===== src/rtl/ofmt_pkg.sv =====
package ofmt_pkg;

  typedef enum logic [1:0] {
    MODE_LIVE  = 2'b00,
    MODE_FIXED = 2'b01,
    MODE_USER  = 2'b10,
    MODE_RSVD  = 2'b11
  } mode_e;

endpackage


===== src/rtl/ofmt_src_sel.sv =====
module ofmt_src_sel #(
  parameter int SMP_W = 12,
  parameter int ULO_W = 8,
  parameter logic [SMP_W-1:0] FIX_PAT = 12'hA63,
  localparam int UHI_W = SMP_W - ULO_W
) (
  input  logic [1:0]       mode,
  input  logic             to_signed,
  input  logic [SMP_W-1:0] sample,
  input  logic [UHI_W-1:0] pat_hi,
  input  logic [ULO_W-1:0] pat_lo,
  output logic [SMP_W-1:0] word
);
  import ofmt_pkg::*;

  always_comb begin
    case (mode_e'(mode))
      MODE_LIVE:  word = to_signed ? {~sample[SMP_W-1], sample[SMP_W-2:0]} : sample;
      MODE_FIXED: word = FIX_PAT;
      MODE_USER:  word = {pat_hi, pat_lo};
      default:    word = '0;
    endcase
  end

endmodule


===== src/rtl/ofmt_ser.sv =====
module ofmt_ser #(
  parameter int SMP_W = 12,
  localparam int CW = $clog2(SMP_W)
) (
  input  logic             clk,
  input  logic             rst_n,
  input  logic             load,
  input  logic [SMP_W-1:0] word,
  input  logic             one_lane,
  output logic             busy,
  output logic             last,
  output logic             ln1_d,
  output logic             ln1_oe,
  output logic             ln0_d,
  output logic             ln0_oe,
  output logic             sof
);
  localparam logic [CW-1:0] SPAN1 = CW'(SMP_W - 1);
  localparam logic [CW-1:0] SPAN2 = CW'(SMP_W / 2 - 1);

  logic [SMP_W-1:0] sh;
  logic [CW-1:0]    cnt;
  logic             single_q;

  always_ff @(posedge clk) begin
    if (!rst_n) begin
      sh       <= '0;
      cnt      <= '0;
      busy     <= 1'b0;
      single_q <= 1'b0;
      sof      <= 1'b0;
    end else begin
      sof <= load;
      if (load) begin
        sh       <= word;
        cnt      <= one_lane ? SPAN1 : SPAN2;
        busy     <= 1'b1;
        single_q <= one_lane;
      end else if (busy) begin
        if (cnt == '0) begin
          busy <= 1'b0;
        end else begin
          cnt <= cnt - 1'b1;
          sh  <= single_q ? {sh[SMP_W-2:0], 1'b0} : {sh[SMP_W-3:0], 2'b00};
        end
      end
    end
  end

  assign last   = busy && (cnt == '0);
  assign ln1_oe = busy;
  assign ln0_oe = busy && !single_q;
  assign ln1_d  = busy && sh[SMP_W-1];
  assign ln0_d  = busy && !single_q && sh[SMP_W-2];

endmodule


===== src/rtl/adc_out_formatter.sv =====
module adc_out_formatter #(
  parameter int SMP_W = 12,
  parameter int ULO_W = 8,
  parameter logic [SMP_W-1:0] FIX_PAT = 12'hA63,
  localparam int UHI_W = SMP_W - ULO_W
) (
  input  logic             clk,
  input  logic             rst_n,
  input  logic             in_valid,
  output logic             in_ready,
  input  logic [SMP_W-1:0] in_sample,
  input  logic [1:0]       cfg_mode,
  input  logic             cfg_signed,
  input  logic             cfg_one_lane,
  input  logic [UHI_W-1:0] upat_hi,
  input  logic [ULO_W-1:0] upat_lo,
  output logic             ln1_d,
  output logic             ln1_oe,
  output logic             ln0_d,
  output logic             ln0_oe,
  output logic             word_sof
);
  logic [SMP_W-1:0] fmt_word;
  logic             busy;
  logic             last;
  logic             load;

  ofmt_src_sel #(.SMP_W(SMP_W), .ULO_W(ULO_W), .FIX_PAT(FIX_PAT)) u_sel (
    .mode      (cfg_mode),
    .to_signed (cfg_signed),
    .sample    (in_sample),
    .pat_hi    (upat_hi),
    .pat_lo    (upat_lo),
    .word      (fmt_word)
  );

  assign in_ready = !busy || last;
  assign load     = in_valid && in_ready;

  ofmt_ser #(.SMP_W(SMP_W)) u_ser (
    .clk      (clk),
    .rst_n    (rst_n),
    .load     (load),
    .word     (fmt_word),
    .one_lane (cfg_one_lane),
    .busy     (busy),
    .last     (last),
    .ln1_d    (ln1_d),
    .ln1_oe   (ln1_oe),
    .ln0_d    (ln0_d),
    .ln0_oe   (ln0_oe),
    .sof      (word_sof)
  );

endmodule


===== config.mk =====
export PLATFORM = sky130hd
export DESIGN_NAME = adc_out_formatter
export DESIGN_NICKNAME = d
export VERILOG_FILES = /design/src/rtl/ofmt_pkg.sv /design/src/rtl/ofmt_src_sel.sv /design/src/rtl/ofmt_ser.sv /design/src/rtl/adc_out_formatter.sv
export SDC_FILE = /design/constraint.sdc
export NUM_CORES = 1
export LEC_CHECK = 0
export ABC_AREA = 0
export BUFFER_PORTS_ARGS = -buffer_cell sky130_fd_sc_hd__buf_2
export CAP_MARGIN = 30
export CORE_MARGIN = 2
export CORE_UTILIZATION = 35
export CTS_CLUSTER_SIZE = 40
export DETAILED_ROUTE_END_ITERATION = 8
export PLACE_DENSITY_LB_ADDON = 0.12
export SETUP_SLACK_MARGIN = 0.05
export SLEW_MARGIN = 20
export SYNTH_ARGS = -nofsm -noshare
export SYNTH_HDL_FRONTEND = slang
export SYNTH_HIERARCHICAL = 1
export SYNTH_SLANG_ARGS = --single-unit

===== constraint.sdc =====
create_clock -name clk -period 3.3 [get_ports clk]
set_input_delay 0.33 -clock clk [delete_from_list [all_inputs] [get_ports clk]]
set_output_delay 0.33 -clock clk [all_outputs]
set_load 0.005 [all_outputs]

# Word-level counts from Yosys, hierarchy flattened
# Cells that the tools add are included.
# classes
add_sub_neg	1
n_eq_ne	3
mux	13
n_bitwise	1
reduce_logical	12
# ops
operator	count
$mux W12	5
$pmux W12 S3	1
$mux W4	4
$logic_and A1 B1 Y1	5
$logic_not A4 Y1	1
$sub A4 B1 Y4 const B	1
$mux W1	3
$eq A2 B1 Y1 const B	1
$eq A2 B2 Y1 const B	1
$logic_not A1 Y1	2
$logic_not A2 Y1	1
$ne A2 B1 Y1 const B	1
$reduce_and A2 Y1	1
$reduce_bool A2 Y1	1
$logic_or A1 B1 Y1	1
$not A1 Y1	1
# totals
ff_bits	19
input_bits	31
output_inout_bits	6
wordCells	35

# Longest topological paths before layout
# Gate-level depths: netlist (run 1).
# depth
ltp_word	6
mapped_depth	11
mapped_depth_nobuf	9

# Modules after synthesis
# Netlist (run 1), hierarchy kept.
# modules_own_cells
module	n_inst	cells_per_inst	area_each_um2	seq_area_each_um2
ofmt_ser	1	113	991.0	380.4
ofmt_src_sel	1	30	224.0	0.0
adc_out_formatter	1	2	22.5	0.0

# Least setup slack after synthesis (run 1)
# No wires, ideal clock.
# synth_timing
kind	register -> register
startpoint	register u_ser.busy
endpoint	register u_ser.sh[10]
setup_time_ns	0.059
arrival_time_ns	2.193
required_ns	3.241
slack_ns	1.048
stages_incl_launch_ff	11
n_path_buf	3
period_less_slack_ns	2.252
cell_sequence	dfxtp_1 clkbuf_1 nand2_1 nor3_1 nand2b_4 and2_4 clkbuf_1 inv_1 a31oi_1 clkbuf_1 a22o_1
# synth_via
elab_chain_len	5
elab_cells_between_ends	8
cone_classes	eq/ne: 1; mux: 1; reduce/logical: 6
# synth_lines
element	line_no	source
from (decl)	ofmt_ser.sv:10	output logic busy,
from (signal assigned)	ofmt_ser.sv:29	busy <= 1'b0;
from (signal assigned)	ofmt_ser.sv:37	busy <= 1'b1;
from (signal assigned)	ofmt_ser.sv:41	busy <= 1'b0;
$logic_and A1 B1 Y1 *	ofmt_ser.sv:50	assign last = busy && (cnt == '0);
via last	adc_out_formatter.sv:25	logic last;
$logic_or A1 B1 Y1 *	adc_out_formatter.sv:37	assign in_ready = !busy || last;
via in_ready	adc_out_formatter.sv:10	output logic in_ready,
$logic_and A1 B1 Y1 *	adc_out_formatter.sv:38	assign load = in_valid && in_ready;
via load	adc_out_formatter.sv:26	logic load;
$ne A2 B1 Y1 (no line) or $reduce_bool A2 Y1 (tied branches)	-	
$reduce_and A2 Y1 (no line)	-	
to (signal assigned)	ofmt_ser.sv:35	sh <= word;
to (signal assigned)	ofmt_ser.sv:44	sh <= single_q ? {sh[SMP_W-2:0], 1'b0} : {sh[SMP_W-3:0], 2'b00};
to (decl)	ofmt_ser.sv:21	logic [SMP_W-1:0] sh;
# The timed path passes the listed nets; every way through them passes the cells marked *.
# A chain may end at the register's enable or synchronous reset.

# Worst setup path after layout (run 1)
# layout_timing
startpoint	register u_ser.cnt[0]
endpoint	register u_ser.sh[11]
# layout_via
elab_chain_len	6
elab_cells_between_ends	8
cone_classes	eq/ne: 1; mux: 1; reduce/logical: 6
# layout_lines
element	line_no	source
from (decl)	ofmt_ser.sv:22	logic [CW-1:0] cnt;
from (signal assigned)	ofmt_ser.sv:36	cnt <= one_lane ? SPAN1 : SPAN2;
from (signal assigned)	ofmt_ser.sv:43	cnt <= cnt - 1'b1;
$logic_not A4 Y1 *	ofmt_ser.sv:50	
$logic_and A1 B1 Y1 *	ofmt_ser.sv:50	
via last	adc_out_formatter.sv:25	
$logic_or A1 B1 Y1 *	adc_out_formatter.sv:37	
$logic_and A1 B1 Y1 *	adc_out_formatter.sv:38	
via load	adc_out_formatter.sv:26	
$ne A2 B1 Y1 (no line) or $reduce_bool A2 Y1 (tied branches)	-	
$reduce_and A2 Y1 (no line)	-	
# Marked as above.

==> results of run 1 <==
## synth_stat cells (all sizes together)
master	count	area [um^2]
and2	3	21.3
a2111oi	1	15.0
ha	1	12.5
o2bb2ai	5	43.8
a21oi	4	20.0
nand4	1	6.26
nand4b	1	8.76
buf	6	62.6
nor4b	1	8.76
dfxtp	19	380
and4b	1	10.0
xnor2	1	8.76
nand2	15	56.3
clkinv	1	3.75
a2111o	1	11.3
mux2i	17	170
nand2b	3	26.3
nor2	16	60.1
a211oi	3	35.0
nor3	2	10.0
a22o	10	87.6
inv	5	18.8
clkbuf	7	26.3
o211ai	1	7.51
o21ai	12	60.1
a22oi	1	12.5
or3b	1	8.76
and3	1	7.51
nor2b	1	6.26
a211o	1	10.0
and2b	1	8.76
a31oi	2	12.5
## logic make-up after synthesis
kind of cell,share of synthesized area (%)
muxes,13.8
DFF,30.7
AOI/OAI and AO/OA,25.5
and+or+nand+nor,19.3
buffers and inverters,9.00
adders and majority gates,1.01
xor gates and xnor gates,0.708
## metrics by stage
| stage | std cells | total power, W | setup slack (ns) | instance area, um^2 | util (%) |
|---|---|---|---|---|---|
| after detailed placement | 216 | 0.000447 | 1.27 | 1400 | 41.7 |
| after floorplan | 145 | 0.000406 | 1.05 | 1240 | - |
| after global routing | 220 | 0.000595 | 1.03 | 1430 | 42.4 |
| final | 220 | 0.000557 | 1.24 | 1430 | 42.4 |
| after CTS | 220 | 0.000563 | 1.24 | 1430 | 42.4 |
| after global placement | 216 | 0.000442 | 1.32 | 1400 | 41.7 |
## registers in the layout (all words and copies together) (netlist names)
name,flops
u_ser/sh,12
u_ser/cnt,4
u_ser/busy,1
u_ser/sof,1
u_ser/single_q,1
## worst max-delay path: cells and delay by family (launching register included)
kind,cells,cell delay [ns]
simple gates,4,0.71
buf+inv,3,0.42
flops,1,0.35
compound gates,2,0.29
fa+ha+maj,1,0.23
## area by class of cell
type                            count  area, um^2  share of cell area [%]
Inverter                            6        22.5                    1.58
Tap cell                           46        57.6                    4.03
Multi-Input combinational cell    107         746                    52.2
Clock buffer                        4        26.3                    1.84
Sequential cell                    19         380                    26.6
Timing Repair Buffer               38         195                    13.7
## layer usage
| layer | GRT usage [%] | share of wire [%] | up-vias | wire length (um) |
|---|---|---|---|---|
| met4 | 0.815 | 0.41 | 0 | 11 |
| met5 | 0 | 0 | - | 0 |
| met1 | 16.3 | 48 | 505 | 1280 |
| met3 | 3.75 | 2.0 | 2 | 54 |
| li1 | - | - | 580 | - |
| met2 | 27.0 | 49 | 5 | 1310 |
## worst paths after layout
kind	start	slack, ns	depth (start not counted)	endpoint
max	u_ser/cnt[0]	1.24	10	u_ser/sh[11]
min	rst_n	0.30	3	u_ser/cnt[2]
max reg2reg	u_ser/cnt[0]	1.24	10	u_ser/sh[11]
min reg2reg	u_ser/sh[11]	0.49	1	u_ser/sh[11]
## placed cells by master (no fill, tap or decap), drive strengths merged, types with 2 or more instances in the layout
master	count
buf	38
dfxtp	19
mux2i	17
nor2	16
nand2	15
o21ai	12
a22o	10
o2bb2ai	5
inv	5
a21oi	4
clkbuf	4
nand2b	3
and2	3
a211oi	3
nor3	2
a31oi	2
## power by group through the flow
stage	clock network (W)	logic (W)	registers, W
floorplan	0	0.000135	0.000271
global placement	0	0.000166	0.000276
detailed placement	0	0.000170	0.000277
CTS	0.000122	0.000170	0.000272
global route	0.000131	0.000189	0.000275
finish	0.000116	0.000169	0.000272
==> results_tabular.tex, run 1 <==
\begin{tabular}{lr}
\hline
Metric & Value \\
\hline
\multicolumn{2}{l}{\textbf{Layout}} \\
\quad Fill count & 381 \\
\quad Diode insertion count for antenna repair & 0 \\
\quad Syn-to-layout area delta & 15.4\% \\
\quad Proportion of layout cells with a drive suffix above 1 & 28.2\% \\
\quad Layout net count & 207 \\
\multicolumn{2}{l}{\textbf{Clock tree}} \\
\quad Total CTS buffers & 3 \\
\quad Deepest level of the CTS H-tree & 1 \\
\quad Num Clock Sinks & 19 \\
\quad Insertion delay to the later sink of the worst-skew pair & 0.29 ns \\
\quad Post-CTS setup buffers & 0 \\
\quad Post-cts gate resize count & 0 \\
\quad Clock root cell & sky130\_fd\_sc\_hd\_\_clkbuf\_4 \\
\quad Clock transition at the register clock pins on the worst setup and hold paths after CTS & 0.10 ns \\
\quad Max Root-Sink Buffers & 2 \\
\quad Hold-fix buffer count after cts & 0 \\
\quad Clock tree from TritonCTS & done \\
\multicolumn{2}{l}{\textbf{Timing}} \\
\quad Worst slew margin relative to its limit & 55.5\% \\
\quad Share of the cycle needed by the critical path after routing & 62.5\% \\
\quad Worst Tran Pin Value & 0.666 ns \\
\quad RSZ-0062 raised after global routing & no \\
\quad Final hold slack & 0.302 ns \\
\quad Setup Skew & 0.00102 ns \\
\quad Total negative setup slack & 0 ns \\
\quad Setup Viol. Count Final & 0 \\
\quad Fmax & 485 MHz \\
\quad Final hold violation count & 0 \\
\quad Total count of max-transition violations in the final report & 0 \\
\quad Period minus WS final & 2.06 ns \\
\multicolumn{2}{l}{\textbf{Detailed routing}} \\
\quad First-pass DRT Iterations & 4 \\
\quad Via Count & 1,092 \\
\quad Number of design-rule violations left by the first detailed-router iteration & 59 \\
\quad Number of nets with antenna violations after routing & 0 \\
\quad DRC violation count after routing & 0 \\
\quad Total detailed-routing wirelength & 2.65 mm \\
\quad Average detailed-routed wire length per instance & 12.1 um \\
\quad Vias per Instance & 4.96 \\
\multicolumn{2}{l}{\textbf{Global routing}} \\
\quad Global route total overflow & 0 \\
\quad All-Layer GR Usage & 14.1\% \\
\quad Antenna violations before repair & 0 \\
\quad Wire length of the first global-routing pass & 4.69 mm \\
\quad Number of global-route vias before repair & 1,145 \\
\quad Pin count of the biggest net entering global routing & 35 \\
\multicolumn{2}{l}{\textbf{Power}} \\
\quad Pleak & 0.595 nW \\
\quad Fraction of power consumed by the clock network & 20.9\% \\
\quad Switching power & 0.000182 W \\
\quad Proportion of total power due to net switching & 32.8\% \\
\quad Largest vdd supply drop & 263 uV \\
\quad Flop pwr share & 48.8\% \\
\quad Power per cell area & 390 nW/um\^{}2 \\
\quad Total internal power & 0.000375 W \\
\quad Combinational share of power & 30.3\% \\
\multicolumn{2}{l}{\textbf{Floorplan}} \\
\quad Area enclosed by the die boundary & 4030 um\^{}2 \\
\quad Core box area & 3360 um\^{}2 \\
\quad Height of the die & 63.5 um \\
\quad IO Count & 37 \\
\quad Initial cell density of the core & 36.8\% \\
\quad Horizontal die dimension & 63.5 um \\
\quad Number of placement rows & 21 \\
\multicolumn{2}{l}{\textbf{Critical path}} \\
\quad Slowest cell on the critical path & sky130\_fd\_sc\_hd\_\_dfxtp\_1 \\
\quad Arrival time at the worst endpoint & 2.31 ns \\
\quad Worst EP required & 3.54 ns \\
\quad Delay of the slowest cell on the worst path & 0.35 ns \\
\quad CP Max Fanout & 34 \\
\quad CP Launch Type & flip-flop \\
\quad Critical setup path kind & flip-flop to flip-flop \\
\quad Critical-path cell list & inv\_1 > ha\_1 > nand2\_1 > nor3\_1 > nand2b\_4 > and2\_4 > inv\_1 > a31oi\_1 > buf\_4 > a22o\_1 \\
\quad Most prevalent standard cell on the critical path & sky130\_fd\_sc\_hd\_\_inv\_1 \\
\quad Worst Setup End Kind & flip-flop \\
\multicolumn{2}{l}{\textbf{Yosys}} \\
\quad Count of mapped cells out of synthesis & 145 \\
\quad Cell area after synthesis & 1240 um\^{}2 \\
\quad Netlist cell types & 38 \\
\quad Sequential area share after synthesis & 30.7\% \\
\quad Flop and latch count out of synthesis & 19 \\
\quad Avg Cell Area, Syn & 8.53 um\^{}2 \\
\quad Number of warnings reported in the yosys synthesis log & 6 \\
\quad Synthesized net count & 177 \\
\multicolumn{2}{l}{\textbf{Hold path}} \\
\quad Class of the tightest hold or removal check & input port to flip-flop \\
\multicolumn{2}{l}{\textbf{Placement}} \\
\quad Port bufs & 36 \\
\quad Last weighted congestion value of the routability-driven placer & 0.735 \\
\quad Half-perimeter wire length after detailed placement & 2.00 mm \\
\multicolumn{2}{l}{\textbf{Status}} \\
\quad Status & finished, final reports clean \\
\multicolumn{2}{l}{\textbf{Run}} \\
\quad Number of violations of the max-capacitance limit & 0 \\
\hline
\end{tabular}
(Power assumes the default switching activity.)
==> run 2, diff against run 1 <==
==> constraint.sdc (replaced) <==
create_clock -name clk -period 1.8 [get_ports clk]
set_input_delay 0.18 -clock clk [delete_from_list [all_inputs] [get_ports clk]]
set_output_delay 0.18 -clock clk [all_outputs]
set_load 0.005 [all_outputs]
==> run 2 against run 1 <==
Effect of this change:
- clock-buffer cell count down 1
- non-clock buffer count rose by 16
- design area increased by 14%
- final cell count rose by 7.3%
- highest routed layer unchanged
- worst setup slack worse by 1.1 ns
- wire length up 18%
- via count up 11%
- global-route usage increased by 1.4 points
- clock skew grew 0.00051 ns
- die area unchanged
- sequential share of layout area decreased by 2.9 points
- largest cell class unchanged
==> results_tabular.tex, run 2 (synthesized netlist as in run 1, its figures left out) <==
\begin{tabular}{lr}
\hline
Metric & Value \\
\hline
\multicolumn{2}{l}{\textbf{Detailed routing}} \\
\quad DRC violation count after routing & 0 \\
\quad Via Count & 1,216 \\
\quad Total detailed-routing wirelength & 3.12 mm \\
\quad Number of nets with antenna violations after routing & 0 \\
\quad Vias per Instance & 5.15 \\
\quad First-pass DRT Iterations & 4 \\
\quad Number of design-rule violations left by the first detailed-router iteration & 54 \\
\quad Average detailed-routed wire length per instance & 13.2 um \\
\multicolumn{2}{l}{\textbf{Power}} \\
\quad Pleak & 0.693 nW \\
\quad Power per cell area & 713 nW/um\^{}2 \\
\quad Post-layout total power & 0.00116 W \\
\quad Largest vdd supply drop & 393 uV \\
\multicolumn{2}{l}{\textbf{Timing}} \\
\quad Fmax & 587 MHz \\
\quad Worst Tran Pin Value & 0.390 ns \\
\quad Final hold violation count & 0 \\
\quad Total negative setup slack & 0 ns \\
\quad Total count of max-transition violations in the final report & 0 \\
\quad Setup Viol. Count Final & 0 \\
\quad RSZ-0062 raised after global routing & yes \\
\quad Worst slew margin relative to its limit & 73.6\% \\
\quad Period minus WS final & 1.70 ns \\
\quad Setup Skew & 0.00154 ns \\
\quad Share of the cycle needed by the critical path after routing & 94.7\% \\
\multicolumn{2}{l}{\textbf{Layout}} \\
\quad Diode insertion count for antenna repair & 0 \\
\quad Number of flip-flops in the largest register & 12 \\
\quad Top library cells by usage in the layout, fill and taps aside & sky130\_fd\_sc\_hd\_\_buf\_2, sky130\_fd\_sc\_hd\_\_mux2i\_1, sky130\_fd\_sc\_hd\_\_nor2\_1, sky130\_fd\_sc\_hd\_\_dfxtp\_1 \\
\quad Most common cell after layout, fill and taps aside & sky130\_fd\_sc\_hd\_\_buf\_2 \\
\quad Syn-to-layout area delta & 31.4\% \\
\quad Fill count & 362 \\
\quad Post-route cell area & 1630 um\^{}2 \\
\quad Layout net count & 223 \\
\quad Largest registers ranked by flip-flop count & u\_ser/sh x12, u\_ser/cnt x4 \\
\quad Proportion of layout cells with a drive suffix above 1 & 42.1\% \\
\quad Largest Register & u\_ser/sh \\
\multicolumn{2}{l}{\textbf{Clock tree}} \\
\quad Hold-fix buffer count after cts & 0 \\
\quad Clock transition at the register clock pins on the worst setup and hold paths after CTS & 0.11 ns \\
\quad Deepest level of the CTS H-tree & 1 \\
\quad Total CTS buffers & 3 \\
\quad Insertion delay to the later sink of the worst-skew pair & 0.30 ns \\
\quad Clock tree from TritonCTS & done \\
\quad Num Clock Sinks & 19 \\
\quad Max Root-Sink Buffers & 2 \\
\quad Clock root cell & sky130\_fd\_sc\_hd\_\_clkbuf\_4 \\
\multicolumn{2}{l}{\textbf{Global routing}} \\
\quad Global route total overflow & 0 \\
\quad Number of global-route vias before repair & 1,191 \\
\quad Wire length of the first global-routing pass & 5.06 mm \\
\quad Antenna violations before repair & 0 \\
\quad All-Layer GR Usage & 15.5\% \\
\quad Pin count of the biggest net entering global routing & 16 \\
\multicolumn{2}{l}{\textbf{Critical path}} \\
\quad Critical setup path kind & flip-flop to flip-flop \\
\quad Worst Setup End Kind & flip-flop \\
\quad CP Launch Type & flip-flop \\
\quad Arrival time at the worst endpoint & 1.92 ns \\
\quad CP Max Fanout & 8 \\
\quad Worst EP required & 2.01 ns \\
\multicolumn{2}{l}{\textbf{Placement}} \\
\quad Half-perimeter wire length after detailed placement & 2.23 mm \\
\quad Post-Place Cell Area & 1480 um\^{}2 \\
\quad Last weighted congestion value of the routability-driven placer & 0.894 \\
\quad Port bufs & 36 \\
\multicolumn{2}{l}{\textbf{Floorplan}} \\
\quad Core box area & 3360 um\^{}2 \\
\quad Number of placement rows & 21 \\
\quad Initial cell density of the core & 36.8\% \\
\quad Height of the die & 63.5 um \\
\quad Area enclosed by the die boundary & 4030 um\^{}2 \\
\quad IO Count & 37 \\
\quad Horizontal die dimension & 63.5 um \\
\multicolumn{2}{l}{\textbf{Status}} \\
\quad Status & finished, final reports clean \\
\multicolumn{2}{l}{\textbf{Run}} \\
\quad Number of violations of the max-capacitance limit & 0 \\
\multicolumn{2}{l}{\textbf{Hold path}} \\
\quad Class of the tightest hold or removal check & input port to flip-flop \\
\hline
\end{tabular}
[run 2: where the power goes]
| part | internal (W) | total [W] | leakage (nW) | switching, W |
|---|---|---|---|---|
| clock | 0.0000830 | 0.000222 | 0.0177 | 0.000139 |
| sequential | 0.000462 | 0.000498 | 0.157 | 0.0000357 |
| combinational | 0.000221 | 0.000440 | 0.519 | 0.000219 |
| total | 0.000766 | 0.00116 | 0.693 | 0.000394 |
[run 2: metrics by stage]
stage          hold WS, ns  instances  setup slack (ns)  util (%)
2_1_floorplan        0.296        145            0.0529         -
3_3_place_gp         0.464        226             0.121      44.1
3_5_place_dp         0.451        226            0.0467      44.1
4_1_cts              0.119        232            0.0567      46.1
5_1_grt              0.137        236           -0.0184      48.4
6_report             0.145        236            0.0953      48.4
[run 2: worst max-delay path, stage by stage, from the launching register on]
cell,delay (ns)
sky130_fd_sc_hd__dfxtp_2,0.34
sky130_fd_sc_hd__inv_2,0.07
sky130_fd_sc_hd__ha_4,0.15
sky130_fd_sc_hd__nand2_4,0.06
sky130_fd_sc_hd__nor3_2,0.11
sky130_fd_sc_hd__nand2b_4,0.15
sky130_fd_sc_hd__and2_4,0.21
sky130_fd_sc_hd__a21oi_1,0.05
sky130_fd_sc_hd__and3_2,0.22
sky130_fd_sc_hd__a2111oi_4,0.26
[run 2: worst paths after layout]
path                 from           end  slack (ns)  depth (start not counted)
max reg2reg  u_ser/cnt[1]   u_ser/sh[1]         0.1                          9
min reg2reg  u_ser/sh[11]  u_ser/sh[11]        0.48                          1
min                 rst_n  u_ser/cnt[2]        0.15                          3
max          u_ser/cnt[1]   u_ser/sh[1]         0.1                          9
[run 2: routing by layer]
metal / track usage [%] / vias up / part of all wire (%)
li1: - / 609 / -
met1: 17.3 / 578 / 42
met2: 28.7 / 25 / 52
met3: 3.57 / 4 / 4.1
met4: 4.89 / 0 / 1.1
met5: 0 / - / 0
[run 2: cell type report]
| cell class | instances | area, um^2 | area share (%) |
|---|---|---|---|
| Clock buffer | 3 | 22.5 | 1.38 |
| Clock inverter | 1 | 5.00 | 0.308 |
| Sequential cell | 19 | 387 | 23.8 |
| Timing Repair Buffer | 54 | 324 | 19.9 |
| Tap cell | 46 | 57.6 | 3.54 |
| Multi-Input combinational cell | 107 | 806 | 49.5 |
| Inverter | 6 | 25.0 | 1.54 |
[run 2: repair_timing]
item,4_1_cts,5_1_grt
pin swaps,3,6
cloned,0,1
buffers inserted,2,3
endpoints found under the hold margin,0,0
resized for setup,4,14
setup endpoints to repair,10,15
